[src/rtl/ftd_pkg.sv]
package ftd_pkg;
  typedef enum logic {
    RATE_NARROW = 1'b0,
    RATE_WIDE   = 1'b1
  } rate_e;
endpackage

[src/rtl/ftd_frame_acc.sv]
module ftd_frame_acc
  import ftd_pkg::*;
#(
  parameter int SAMPLE_W = 16,
  parameter int FRAME_NB = 160,
  parameter int FRAME_WB = 320,
  parameter int LVL_W    = 2 * SAMPLE_W,
  parameter int ACC_W    = LVL_W + $clog2(FRAME_WB),
  parameter int IDX_W    = $clog2(FRAME_WB + 1)
) (
  input  logic                       clk_i,
  input  logic                       rst_ni,
  input  logic                       strobe_i,
  input  logic signed [SAMPLE_W-1:0] sample_i,
  input  logic                       wide_i,
  output logic                       tick_o,
  output logic                       frame_end_o,
  output logic [ACC_W-1:0]           frame_sum_o,
  output logic [IDX_W-1:0]           frame_len_o,
  output logic [IDX_W-1:0]           idx_o
);
  rate_e                        mode_q;
  logic [IDX_W-1:0]             idx_q, len, half;
  logic [ACC_W-1:0]             acc_q, acc_n;
  logic signed [LVL_W-1:0]      prod;
  logic [LVL_W-1:0]             sq;
  logic                         mode_chg, last;

  assign mode_chg = (rate_e'(wide_i) != mode_q);
  assign len      = (mode_q == RATE_WIDE) ? IDX_W'(FRAME_WB) : IDX_W'(FRAME_NB);
  assign half     = len >> 1;
  assign last     = (idx_q == len - IDX_W'(1));
  assign prod     = sample_i * sample_i;
  assign sq       = $unsigned(prod);
  assign acc_n    = acc_q + ACC_W'(sq);
  assign tick_o   = strobe_i && !mode_chg && (last || idx_q == half - IDX_W'(1));
  assign idx_o    = idx_q;

  always_ff @(posedge clk_i or negedge rst_ni) begin
    if (!rst_ni) begin
      mode_q      <= RATE_NARROW;
      idx_q       <= '0;
      acc_q       <= '0;
      frame_end_o <= 1'b0;
      frame_sum_o <= '0;
      frame_len_o <= IDX_W'(FRAME_NB);
    end else begin
      frame_end_o <= 1'b0;
      if (mode_chg) begin
        // restart framing at the new rate
        mode_q <= rate_e'(wide_i);
        idx_q  <= '0;
        acc_q  <= '0;
      end else if (strobe_i) begin
        if (last) begin
          frame_sum_o <= acc_n;
          frame_len_o <= len;
          frame_end_o <= 1'b1;
          acc_q       <= '0;
          idx_q       <= '0;
        end else begin
          acc_q <= acc_n;
          idx_q <= idx_q + IDX_W'(1);
        end
      end
    end
  end
endmodule

[src/rtl/ftd_mean_div.sv]
module ftd_mean_div #(
  parameter int ACC_W = 41,
  parameter int DIV_W = 9
) (
  input  logic             clk_i,
  input  logic             rst_ni,
  input  logic             start_i,
  input  logic [ACC_W-1:0] dividend_i,
  input  logic [DIV_W-1:0] divisor_i,
  output logic             busy_o,
  output logic             vld_o,
  output logic [ACC_W-1:0] quo_o
);
  localparam int CNT_W = $clog2(ACC_W + 1);

  logic [ACC_W-1:0] dq_q, dq_n;
  logic [DIV_W-1:0] rem_q, rem_n, dvs_q;
  logic [DIV_W:0]   trial, diff;
  logic [CNT_W-1:0] cnt_q;
  logic             ge;

  // restoring division, one quotient bit per cycle
  assign trial = {rem_q, dq_q[ACC_W-1]};
  assign ge    = (trial >= {1'b0, dvs_q});
  assign diff  = trial - {1'b0, dvs_q};
  assign rem_n = ge ? diff[DIV_W-1:0] : trial[DIV_W-1:0];
  assign dq_n  = {dq_q[ACC_W-2:0], ge};

  always_ff @(posedge clk_i or negedge rst_ni) begin
    if (!rst_ni) begin
      dq_q   <= '0;
      rem_q  <= '0;
      dvs_q  <= DIV_W'(1);
      cnt_q  <= '0;
      busy_o <= 1'b0;
      vld_o  <= 1'b0;
      quo_o  <= '0;
    end else begin
      vld_o <= 1'b0;
      if (start_i) begin
        dq_q   <= dividend_i;
        rem_q  <= '0;
        dvs_q  <= divisor_i;
        cnt_q  <= CNT_W'(ACC_W);
        busy_o <= 1'b1;
      end else if (busy_o) begin
        dq_q  <= dq_n;
        rem_q <= rem_n;
        cnt_q <= cnt_q - CNT_W'(1);
        if (cnt_q == CNT_W'(1)) begin
          busy_o <= 1'b0;
          vld_o  <= 1'b1;
          quo_o  <= dq_n;
        end
      end
    end
  end
endmodule

[src/rtl/ftd_guard.sv]
module ftd_guard #(
  parameter int FWD_W = 6,
  parameter int BWD_W = 5
) (
  input  logic             clk_i,
  input  logic             rst_ni,
  input  logic             tick_i,
  input  logic             voice_i,
  input  logic [FWD_W-1:0] fwd_i,
  input  logic [BWD_W-1:0] bwd_i,
  output logic             talker_o
);
  localparam int CNT_W = (FWD_W > BWD_W) ? FWD_W : BWD_W;

  logic [CNT_W-1:0] cnt_q, lim, lim_eff;
  logic             pending, reached;

  assign lim     = talker_o ? CNT_W'(bwd_i) : CNT_W'(fwd_i);
  assign lim_eff = (lim == '0) ? CNT_W'(1) : lim;
  assign pending = (voice_i != talker_o);
  assign reached = ({1'b0, cnt_q} + (CNT_W+1)'(1)) >= {1'b0, lim_eff};

  always_ff @(posedge clk_i or negedge rst_ni) begin
    if (!rst_ni) begin
      cnt_q    <= '0;
      talker_o <= 1'b0;
    end else if (!pending) begin
      cnt_q <= '0;
    end else if (tick_i) begin
      if (reached) begin
        talker_o <= voice_i;
        cnt_q    <= '0;
      end else begin
        cnt_q <= cnt_q + CNT_W'(1);
      end
    end
  end
endmodule

[src/rtl/ftd_talker_detect.sv]
module ftd_talker_detect #(
  parameter int SAMPLE_W = 16,
  parameter int FRAME_NB = 160,
  parameter int FRAME_WB = 320,
  parameter int FWD_W    = 6,
  parameter int BWD_W    = 5
) (
  input  logic                       clk_i,
  input  logic                       rst_ni,
  input  logic                       strobe_i,
  input  logic signed [SAMPLE_W-1:0] sample_i,
  input  logic                       wide_i,
  input  logic [2*SAMPLE_W-1:0]      thr_i,
  input  logic [FWD_W-1:0]           fwd_i,
  input  logic [BWD_W-1:0]           bwd_i,
  output logic [2*SAMPLE_W-1:0]      level_o,
  output logic                       voice_o,
  output logic                       talker_o
);
  localparam int LVL_W = 2 * SAMPLE_W;
  localparam int IDX_W = $clog2(FRAME_WB + 1);
  localparam int ACC_W = LVL_W + $clog2(FRAME_WB);

  logic             tick, frame_end, div_busy, div_vld;
  logic [ACC_W-1:0] frame_sum, quo;
  logic [IDX_W-1:0] frame_len, idx;

  ftd_frame_acc #(
    .SAMPLE_W(SAMPLE_W), .FRAME_NB(FRAME_NB), .FRAME_WB(FRAME_WB),
    .LVL_W(LVL_W), .ACC_W(ACC_W), .IDX_W(IDX_W)
  ) i_acc (
    .clk_i, .rst_ni, .strobe_i, .sample_i, .wide_i,
    .tick_o(tick), .frame_end_o(frame_end), .frame_sum_o(frame_sum),
    .frame_len_o(frame_len), .idx_o(idx)
  );

  ftd_mean_div #(.ACC_W(ACC_W), .DIV_W(IDX_W)) i_div (
    .clk_i, .rst_ni, .start_i(frame_end), .dividend_i(frame_sum),
    .divisor_i(frame_len), .busy_o(div_busy), .vld_o(div_vld), .quo_o(quo)
  );

  always_ff @(posedge clk_i or negedge rst_ni) begin
    if (!rst_ni) begin
      level_o <= '0;
      voice_o <= 1'b0;
    end else if (div_vld) begin
      level_o <= quo[LVL_W-1:0];
      voice_o <= (quo >= ACC_W'(thr_i));
    end
  end

  ftd_guard #(.FWD_W(FWD_W), .BWD_W(BWD_W)) i_guard (
    .clk_i, .rst_ni, .tick_i(tick), .voice_i(voice_o),
    .fwd_i, .bwd_i, .talker_o
  );
endmodule

[config.mk]
export PLATFORM = sky130hd
export DESIGN_NAME = ftd_talker_detect
export DESIGN_NICKNAME = d
export VERILOG_FILES = /design/src/rtl/ftd_pkg.sv /design/src/rtl/ftd_frame_acc.sv /design/src/rtl/ftd_mean_div.sv /design/src/rtl/ftd_guard.sv /design/src/rtl/ftd_talker_detect.sv
export SDC_FILE = /design/constraint.sdc
export NUM_CORES = 1
export LEC_CHECK = 0
export BUFFER_PORTS_ARGS = -buffer_cell sky130_fd_sc_hd__buf_2
export CAP_MARGIN = 20
export CORE_MARGIN = 2
export CORE_UTILIZATION = 55
export DETAILED_ROUTE_END_ITERATION = 12
export GPL_ROUTABILITY_DRIVEN = 0
export GPL_TIMING_DRIVEN = 1
export MAX_ROUTING_LAYER = met4
export PLACE_DENSITY = 0.72
export SLEW_MARGIN = 20
export SYNTH_ARGS = -nofsm -noshare
export SYNTH_HDL_FRONTEND = slang
export SYNTH_SLANG_ARGS = --single-unit
[constraint.sdc]
create_clock -name clk_i -period 10.1 [get_ports clk_i]
set_clock_uncertainty 0.2 [all_clocks]
set_input_delay 1.515 -clock clk_i [delete_from_list [all_inputs] [get_ports clk_i]]
set_output_delay 1.515 -clock clk_i [all_outputs]
set_load 0.005 [all_outputs]
==> flow_metrics.py, run 1 <==
metrics = {
    "run_status": {
        "outcome": "completed",
    },
    "clock_tree": {
        "cts-root-buf": "clkbuf_16",
        "cts.htree.levels": 1,
        "cts_tree": "yes",
        "cts.path.max_buffers": 3,
        "cts_setup_buffers": 0,
        "cts-buffers-inserted": 22,
        "path_clk_slew_ns": 0.07,
        "ctsHoldBuffers": 0,
        "worstSkewPairLatency_ns": 0.50,
        "clock_sinks": 237,
        "cts_resized": 0,
    },
    "routing": {
        "routed_wl_um": 44110,
        "first_pass_iters": 7,
        "vias": 15040,
        "post_drt_wl_per_cell_um": 15.65,
        "vias_per_cell": 5.339,
        "detailedRoute.firstIterationViolations": 809,
        "final_antenna_net_count": 0,
        "drc": 0,
    },
    "synth": {
        "syn_area_um2": 21530,
        "ys_ff_latch": 237,
        "postSynth.asyncResetShare_pct": 100.0,
        "synth_edf_count": 0,
        "syn_avg_cell_area_um2": 9.696,
        "syn_inst": 2221,
        "ys_types": 72,
        "synth.most_common_cell": "inv_1",
        "yosys-top-cells-count": "inv_1 (400), nand2_1 (241), fa_1 (238), dfrtp_1 (235), ha_1 (171)",
        "ys.flop_type": "dfrtp_1",
        "synth.area.top_cells": "dfrtp_1 (27%), fa_1 (22%), ha_1 (9.9%)",
        "synth_top_area_share_pct": 27.31,
        "synth-warning-count": 0,
        "yosysSeqAreaShare_pct": 27.55,
        "yosys.area.top_type": "dfrtp_1",
        "syn-num-nets": 2693,
    },
    "layout": {
        "layout.nets": 2756,
        "syn_to_final_growth_pct": 8.349,
        "drive_gt1_share_pct": 11.26,
        "fin_area_um2": 23330,
        "n_antenna_cell": 0,
    },
    "floorplanning": {
        "core_um2": 38650,
        "num_io_pins": 97,
        "num_rows": 72,
        "die_y_um": 201.9,
        "die_width_um": 201.9,
        "die_area_um2": 40750,
        "start_util_pct": 55.72,
    },
    "grt": {
        "grt_pass1_vias": 15370,
        "antenna_found_initial": 0,
        "met1_usage_pct": 32.38,
        "grt_util_all_layers_pct": 22.80,
        "overflow": 0,
        "met2_usage_pct": 37.04,
        "top_usage_layer": "met2",
        "grt_start_max_net_pins": 104,
        "use_met3_pct": 1.774,
        "grt_pass1_wl_um": 75920,
    },
    "setup_path": {
        "crit_path_end_kind": "flip-flop",
        "crit_arrival_ns": 9.39,
        "crit_required_ns": 10.24,
        "cp-start-kind": "input pin",
        "crit_fanout": 12,
        "worstSetupPathType": "input pin to flip-flop",
    },
    "run": {
        "drv_cap": 0,
    },
    "sta": {
        "fmax_ghz": 0.1081,
        "final.setup.tns_ns": 0,
        "maxSlewHeadroom_pct": 37.05,
        "worst_pin_slew_ns": 0.9416,
        "rsz0062_at_grt": "no",
        "finalHoldViolations": 0,
        "holdWs_ns": 0.2731,
        "final.min_clock_period_ns": 9.252,
        "period_share_pct": 91.61,
        "slew_violations": 0,
        "finalSetupViolations": 0,
    },
    "placement": {
        "io_buffers": 96,
        "dpl.hpwl_um": 35030,
        "placed_area_um2": 22520,
    },
    "worst_hold_path": {
        "min_path_type": "flip-flop to flip-flop",
    },
}
==> cell type report <==
| type | instances | area (µm²) |
|---|---|---|
| Inverter | 402 | 1509 |
| Timing Repair Buffer | 113 | 630.6 |
| Clock buffer | 30 | 641.9 |
| Multi-Input combinational cell | 1508 | 13820 |
| Tap cell | 518 | 648.1 |
| Sequential cell | 237 | 5936 |
| Fill cell | 3195 | 15310 |
| Clock inverter | 10 | 151.4 |
==> registers in the layout, summed over array words and instances, names as in the netlist, 2 cells and up <==
signal	flops
i_acc.frame_len_o	2
i_div.dvs_q	3
i_acc.frame_sum_o	41
i_div.rem_q	9
i_div.dq_q	41
i_acc.idx_o	9
i_div.quo_o	41
i_div.cnt_q	6
i_acc.acc_q	41
level_o	32
i_guard.cnt_q	6
==> worst max-delay path, stage by stage <==
cell	delay, ns
buf_2	0.22
inv_1	0.20
nor2_1	0.26
fa_1	0.50
fa_1	0.54
inv_1	0.05
fa_1	0.52
inv_1	0.05
fa_1	0.50
fa_1	0.54
inv_1	0.05
fa_1	0.53
inv_1	0.04
ha_1	0.36
and3_1	0.21
and3_1	0.21
and3_1	0.18
a21oi_1	0.16
or3b_2	0.47
xor2_1	0.15
ha_1	0.43
and3_1	0.26
nand3_1	0.19
or3_1	0.41
nand4b_1	0.35
a41oi_1	0.16
o21ai_0	0.20
o31ai_1	0.09
==> kinds of logic after synthesis <==
family	after synthesis	synth area share [%]
flops	237	27.55
compound gates	345	10.41
buf+inv	476	8.349
fa+ha+maj	409	32.06
xor+xnor	97	3.945
simple gates	528	11.20
mux	129	6.484
==> cell usage in the layout (no fill, tap or decap), drive strengths merged, types with 28 or more instances in the layout <==
cell type	instances
mux2i	45
a22o	33
xnor2	69
nand3	33
a21o	32
nor2	109
mux2	84
o21ai	112
buf	113
xor2	28
and2	33
nand2	241
dfrtp	235
a21oi	77
inv	403
clkbuf	30
ha	171
fa	238
==> path summary, 6_finish.rpt <==
check	from	to	slack (ns)	depth (start not counted)
max	sample_i[7]	i_acc.acc_q[34]	0.85	28
min	i_acc.frame_sum_o[22]	i_acc.frame_sum_o[22]	0.27	2
max reg2reg	i_guard.talker_o	i_guard.talker_o	6.58	12
min reg2reg	i_acc.frame_sum_o[22]	i_acc.frame_sum_o[22]	0.27	2
max in group asynchronous	rst_ni	i_div.busy_o	7.36	2
min in group asynchronous	rst_ni	i_div.rem_q[4]	0.86	1
==> metal layers <==
metal / share of wire (%) / vias up
met1: 48 / 7345
met5: 0 / -
met3: 4.3 / 35
li1: - / 7328
met2: 47 / 336
met4: 0.95 / 0
==> per-stage QoR <==
stage | setup WS (ns) | std cells | util (%)
after floorplan | 0.8844 | 2221 | -
after global placement | 0.4911 | 2777 | 58.27
after detailed placement | 0.3508 | 2777 | 58.27
after CTS | 0.8905 | 2817 | 60.32
after global routing | 0.2744 | 2818 | 60.37
final | 0.8477 | 2818 | 60.37
Power of run 1 is not shown: default switching activity piles up to over one toggle a cycle in this logic, so the estimate is an artifact.
==> run 2, diff against run 1 <==
--- a/config.mk
+++ b/config.mk
@@ -7,6 +7,7 @@
 export LEC_CHECK = 0
 export BUFFER_PORTS_ARGS = -buffer_cell sky130_fd_sc_hd__buf_2
 export CAP_MARGIN = 20
+export CORE_ASPECT_RATIO = 0.5
 export CORE_MARGIN = 2
 export CORE_UTILIZATION = 55
 export DETAILED_ROUTE_END_ITERATION = 12
@@ -14,7 +15,7 @@
 export GPL_TIMING_DRIVEN = 1
 export MAX_ROUTING_LAYER = met4
 export PLACE_DENSITY = 0.72
-export SLEW_MARGIN = 20
+export SLEW_MARGIN = 0
 export SYNTH_ARGS = -nofsm -noshare
 export SYNTH_HDL_FRONTEND = slang
 export SYNTH_SLANG_ARGS = --single-unit
==> flow_metrics.py, run 2 (same netlist as run 1, synthesis figures left out) <==
metrics = {
    "sta": {
        "slew_violations": 0,
        "finalSetupViolations": 0,
        "worst_pin_slew_ns": 0.9582,
        "rsz0062_at_grt": "no",
        "final.min_clock_period_ns": 9.371,
        "maxSlewHeadroom_pct": 36.12,
        "fmax_ghz": 0.1067,
        "finalHoldViolations": 0,
        "final.setup.tns_ns": 0,
        "period_share_pct": 92.78,
    },
    "routing": {
        "final_antenna_net_count": 0,
        "detailedRoute.firstIterationViolations": 983,
        "post_drt_wl_per_cell_um": 16.49,
        "vias_per_cell": 5.411,
        "routed_wl_um": 46750,
        "first_pass_iters": 5,
        "vias": 15340,
        "drc": 0,
    },
    "setup_path": {
        "crit_arrival_ns": 9.52,
        "reg2reg_depth": 12,
        "regToRegSetupSlack_ns": 6.47,
        "crit_fanout": 10,
        "crit-reg2reg-capture": "i_guard.talker_o",
        "cpPeakStageDelay_ns": 0.67,
        "crit_top_cell": "fa_1",
        "worstSetupPathType": "input pin to flip-flop",
        "reg2reg_from": "i_guard.talker_o",
        "crit_required_ns": 10.25,
        "cp-start-kind": "input pin",
        "cpMaxStageDelayCell": "fa_1",
        "crit_path_end_kind": "flip-flop",
    },
    "layout": {
        "layout.nets": 2759,
        "syn_to_final_growth_pct": 8.518,
        "fin_area_um2": 23370,
        "fin_util_pct": 60.33,
        "drive_gt1_share_pct": 11.45,
        "final_common_cell": "inv_1",
        "n_antenna_cell": 0,
        "final_cell_mix": "inv_1 (400), nand2_1 (241), fa_1 (238)",
    },
    "worst_hold_path": {
        "min_path_type": "flip-flop to flip-flop",
        "holdCritStartpoint": "i_acc.frame_sum_o[12]",
        "hold_depth": 2,
        "min_to": "i_acc.frame_sum_o[12]",
    },
    "clock_tree": {
        "cts_tree": "yes",
        "cts-buffers-inserted": 25,
        "cts.htree.levels": 1,
        "ctsHoldBuffers": 0,
        "cts.path.max_buffers": 3,
        "clock_sinks": 237,
        "cts-root-buf": "clkbuf_16",
        "worstSkewPairLatency_ns": 0.51,
        "cts_setup_buffers": 0,
        "path_clk_slew_ns": 0.06,
        "cts_resized": 0,
    },
    "grt": {
        "overflow": 0,
        "grt_pass1_vias": 15360,
        "grt_pass1_wl_um": 77580,
        "antenna_found_initial": 0,
        "grt_util_all_layers_pct": 23.99,
        "grt_start_max_net_pins": 101,
    },
    "floorplanning": {
        "num_io_pins": 97,
        "die_y_um": 143.9,
        "die_width_um": 283.8,
        "die_area_um2": 40850,
        "start_util_pct": 55.60,
        "num_rows": 51,
        "core_um2": 38730,
    },
    "placement": {
        "io_buffers": 96,
        "dpl.hpwl_um": 36600,
        "placed_area_um2": 22540,
    },
    "run": {
        "drv_cap": 0,
    },
    "run_status": {
        "outcome": "completed",
    },
}
[run 2: changes by cell type in the layout (fill, tap and decap cells not counted)]
cell        change
clkbuf_16       +2
buf_4           +1
bufinv_16       -1
clkinv_8        -1
clkinv_2        +4
buf_12          -1
clkbuf_8        +1
inv_8           -1
clkinvlp_4      +1
clkinv_4        +1
inv_6           -1
[run 2: layer usage]
layer  up-vias  GRT usage [%]  part of all wire [%]
li1       7337              -                     -
met1      7603          35.31                    50
met2       354          36.70                    44
met3        45          2.825                   4.9
met4         0          3.453                   1.1
met5         -              -                     0
[run 2: stage by stage]
step | setup slack [ns] | instances | hold slack (ns)
floorplan | 0.8844 | 2221 | 0.2391
global placement | 0.4518 | 2790 | 0.2624
detailed placement | 0.2213 | 2790 | 0.2639
CTS | 0.7655 | 2835 | 0.2786
global route | 0.2584 | 2835 | 0.2963
finish | 0.7290 | 2835 | 0.2753
[run 2: how the worst max path moves through the flow]
stage | start | end | slack [ns]
5_1_grt | sample_i[15] | i_acc.acc_q[40] | 0.26
6_report | sample_i[15] | i_acc.acc_q[40] | 0.73
3_5_place_dp | sample_i[15] | i_acc.acc_q[40] | 0.22
3_3_place_gp | sample_i[15] | i_acc.acc_q[38] | 0.45
2_1_floorplan | sample_i[13] | i_acc.frame_sum_o[40] | 0.88
4_1_cts | sample_i[15] | i_acc.acc_q[40] | 0.77
[run 2: final cells by class]
cell class,instances,area [µm²]
Clock buffer,33,705.7
Multi-Input combinational cell,1508,13820
Inverter,402,1509
Timing Repair Buffer,113,618.1
Clock inverter,12,121.4
Sequential cell,237,5936
Tap cell,530,663.1
Fill cell,3250,15360
[run 2: worst max-delay path, delay by kind of cell]
| kind | cells | cell delay [ns] |
|---|---|---|
| AO/OA/AOI/OAI | 4 | 0.64 |
| adder cells (fa/ha/maj) | 8 | 4.16 |
| buffers and inverters | 6 | 0.86 |
| AND/OR/NAND/NOR | 8 | 2.21 |
| XOR/XNOR | 1 | 0.16 |
Power of run 2 is left out for the same reason.
==> run 3, diff against run 2 <==
--- a/config.mk
+++ b/config.mk
@@ -7,14 +7,16 @@
 export LEC_CHECK = 0
 export BUFFER_PORTS_ARGS = -buffer_cell sky130_fd_sc_hd__buf_2
 export CAP_MARGIN = 20
+export CELL_PAD_IN_SITES_DETAIL_PLACEMENT = 0
+export CELL_PAD_IN_SITES_GLOBAL_PLACEMENT = 1
 export CORE_ASPECT_RATIO = 0.5
 export CORE_MARGIN = 2
-export CORE_UTILIZATION = 55
+export CORE_UTILIZATION = 54
 export DETAILED_ROUTE_END_ITERATION = 12
 export GPL_ROUTABILITY_DRIVEN = 0
 export GPL_TIMING_DRIVEN = 1
 export MAX_ROUTING_LAYER = met4
-export PLACE_DENSITY = 0.72
+export PLACE_DENSITY_LB_ADDON = 0.1
 export SLEW_MARGIN = 0
 export SYNTH_ARGS = -nofsm -noshare
 export SYNTH_HDL_FRONTEND = slang
==> flow_metrics.py, run 3 (same netlist as run 1, synthesis figures left out) <==
metrics = {
    "floorplanning": {
        "start_util_pct": 55.05,
        "num_io_pins": 97,
        "die_y_um": 145.2,
        "num_rows": 51,
        "core_um2": 39120,
        "die_width_um": 286.4,
        "die_area_um2": 41590,
    },
    "routing": {
        "detailedRoute.firstIterationViolations": 965,
        "first_pass_iters": 5,
        "vias": 14880,
        "post_drt_wl_per_cell_um": 16.55,
        "vias_per_cell": 5.238,
        "drc": 0,
        "routed_wl_um": 47010,
        "final_antenna_net_count": 0,
    },
    "setup_path": {
        "crit-reg2reg-capture": "i_guard.talker_o",
        "crit_arrival_ns": 9.39,
        "crit_required_ns": 10.25,
        "cp-start-kind": "input pin",
        "crit_family": "adder cells",
        "reg2reg_from": "i_guard.talker_o",
        "reg2reg_depth": 12,
        "crit_path_end_kind": "flip-flop",
        "crit_fanout": 15,
        "cpMaxStageDelayCell": "fa_1",
        "worst-path-buf-inv": 6,
        "regToRegSetupSlack_ns": 6.56,
        "worstSetupPathType": "input pin to flip-flop",
        "cpPeakStageDelay_ns": 0.68,
        "crit_top_cell": "fa_1",
    },
    "sta": {
        "rsz0062_at_grt": "no",
        "finalHoldViolations": 0,
        "fmax_ghz": 0.1082,
        "worst_pin_slew_ns": 0.9717,
        "holdWs_ns": 0.2714,
        "maxSlewHeadroom_pct": 35.04,
        "finalSetupViolations": 0,
        "slew_violations": 0,
        "final.min_clock_period_ns": 9.240,
        "period_share_pct": 91.48,
        "final.setup.tns_ns": 0,
    },
    "clock_tree": {
        "cts_resized": 0,
        "cts-buffers-inserted": 25,
        "ctsHoldBuffers": 0,
        "worstSkewPairLatency_ns": 0.52,
        "cts-root-buf": "clkbuf_16",
        "path_clk_slew_ns": 0.06,
        "cts.path.max_buffers": 3,
        "cts_setup_buffers": 0,
        "cts_tree": "yes",
        "cts.htree.levels": 1,
        "clock_sinks": 237,
    },
    "grt": {
        "overflow": 0,
        "antenna_found_initial": 0,
        "grt_util_all_layers_pct": 23.68,
        "grt_pass1_vias": 14860,
        "grt_pass1_wl_um": 78430,
        "grt_start_max_net_pins": 112,
    },
    "worst_hold_path": {
        "min_path_type": "flip-flop to flip-flop",
        "holdCritStartpoint": "i_acc.frame_sum_o[10]",
        "hold_depth": 2,
        "min_to": "i_acc.frame_sum_o[10]",
    },
    "placement": {
        "io_buffers": 96,
        "dpl.hpwl_um": 36660,
    },
    "layout": {
        "n_antenna_cell": 0,
        "final_common_cell": "inv_1",
        "syn_to_final_growth_pct": 8.896,
        "final_cell_mix": "inv_1 (400), nand2_1 (241), fa_1 (238)",
        "layout.nets": 2765,
        "drive_gt1_share_pct": 11.68,
    },
    "run_status": {
        "outcome": "completed",
    },
    "run": {
        "drv_cap": 0,
    },
}
==> run 3: cell count changes in the layout (fill, tap and decap cells not counted) <==
cell	delta
buf_4	+6
clkbuf_8	+5
clkinv_2	-2
clkinvlp_4	-3
==> run 3: layer usage <==
metal	global-route usage, %	wire length (µm)	up-vias
met5	-	0	-
met4	2.408	408	0
met3	2.075	1958	32
met2	33.64	19590	277
met1	37.85	25060	7221
li1	-	-	7352
==> run 3: how the worst max path moves through the flow <==
stage,start,to,slack [ns],cells past startpoint
finish,sample_i[2],i_acc.acc_q[38],0.86,27
global placement,sample_i[2],i_acc.acc_q[34],0.43,29
CTS,sample_i[2],i_acc.acc_q[34],0.86,27
detailed placement,sample_i[2],i_acc.acc_q[34],0.31,27
global route,sample_i[15],i_acc.acc_q[36],0.28,29
floorplan,sample_i[13],i_acc.frame_sum_o[40],0.88,29
==> run 3: per-stage QoR <==
step           instances  setup WS [ns]  utilization (%)  area [µm²]
4_1_cts             2841         0.8609            59.95       23450
3_5_place_dp        2796         0.3094            57.74       22590
5_1_grt             2841         0.2753            59.95       23450
6_report            2841         0.8604            59.95       23450
2_1_floorplan       2221         0.8844                -       21530
3_3_place_gp        2796         0.4282            57.74       22590
==> run 3: tightest hold or removal path, cell delays in order (launching register included) <==
cell     delay [ns]
dfrtp_1        0.34
nand2_1        0.05
nand2_1        0.05
==> run 3: area by class of cell <==
cell class / instances / area, µm²
inverters: 402 / 1509
repair buffers: 119 / 663.1
clock inverters: 7 / 88.84
multi-input cells: 1508 / 13820
well taps: 530 / 663.1
clock buffers: 38 / 774.5
flip-flops and latches: 237 / 5936
fillers: 3452 / 15670
Power of run 3 is left out for the same reason.
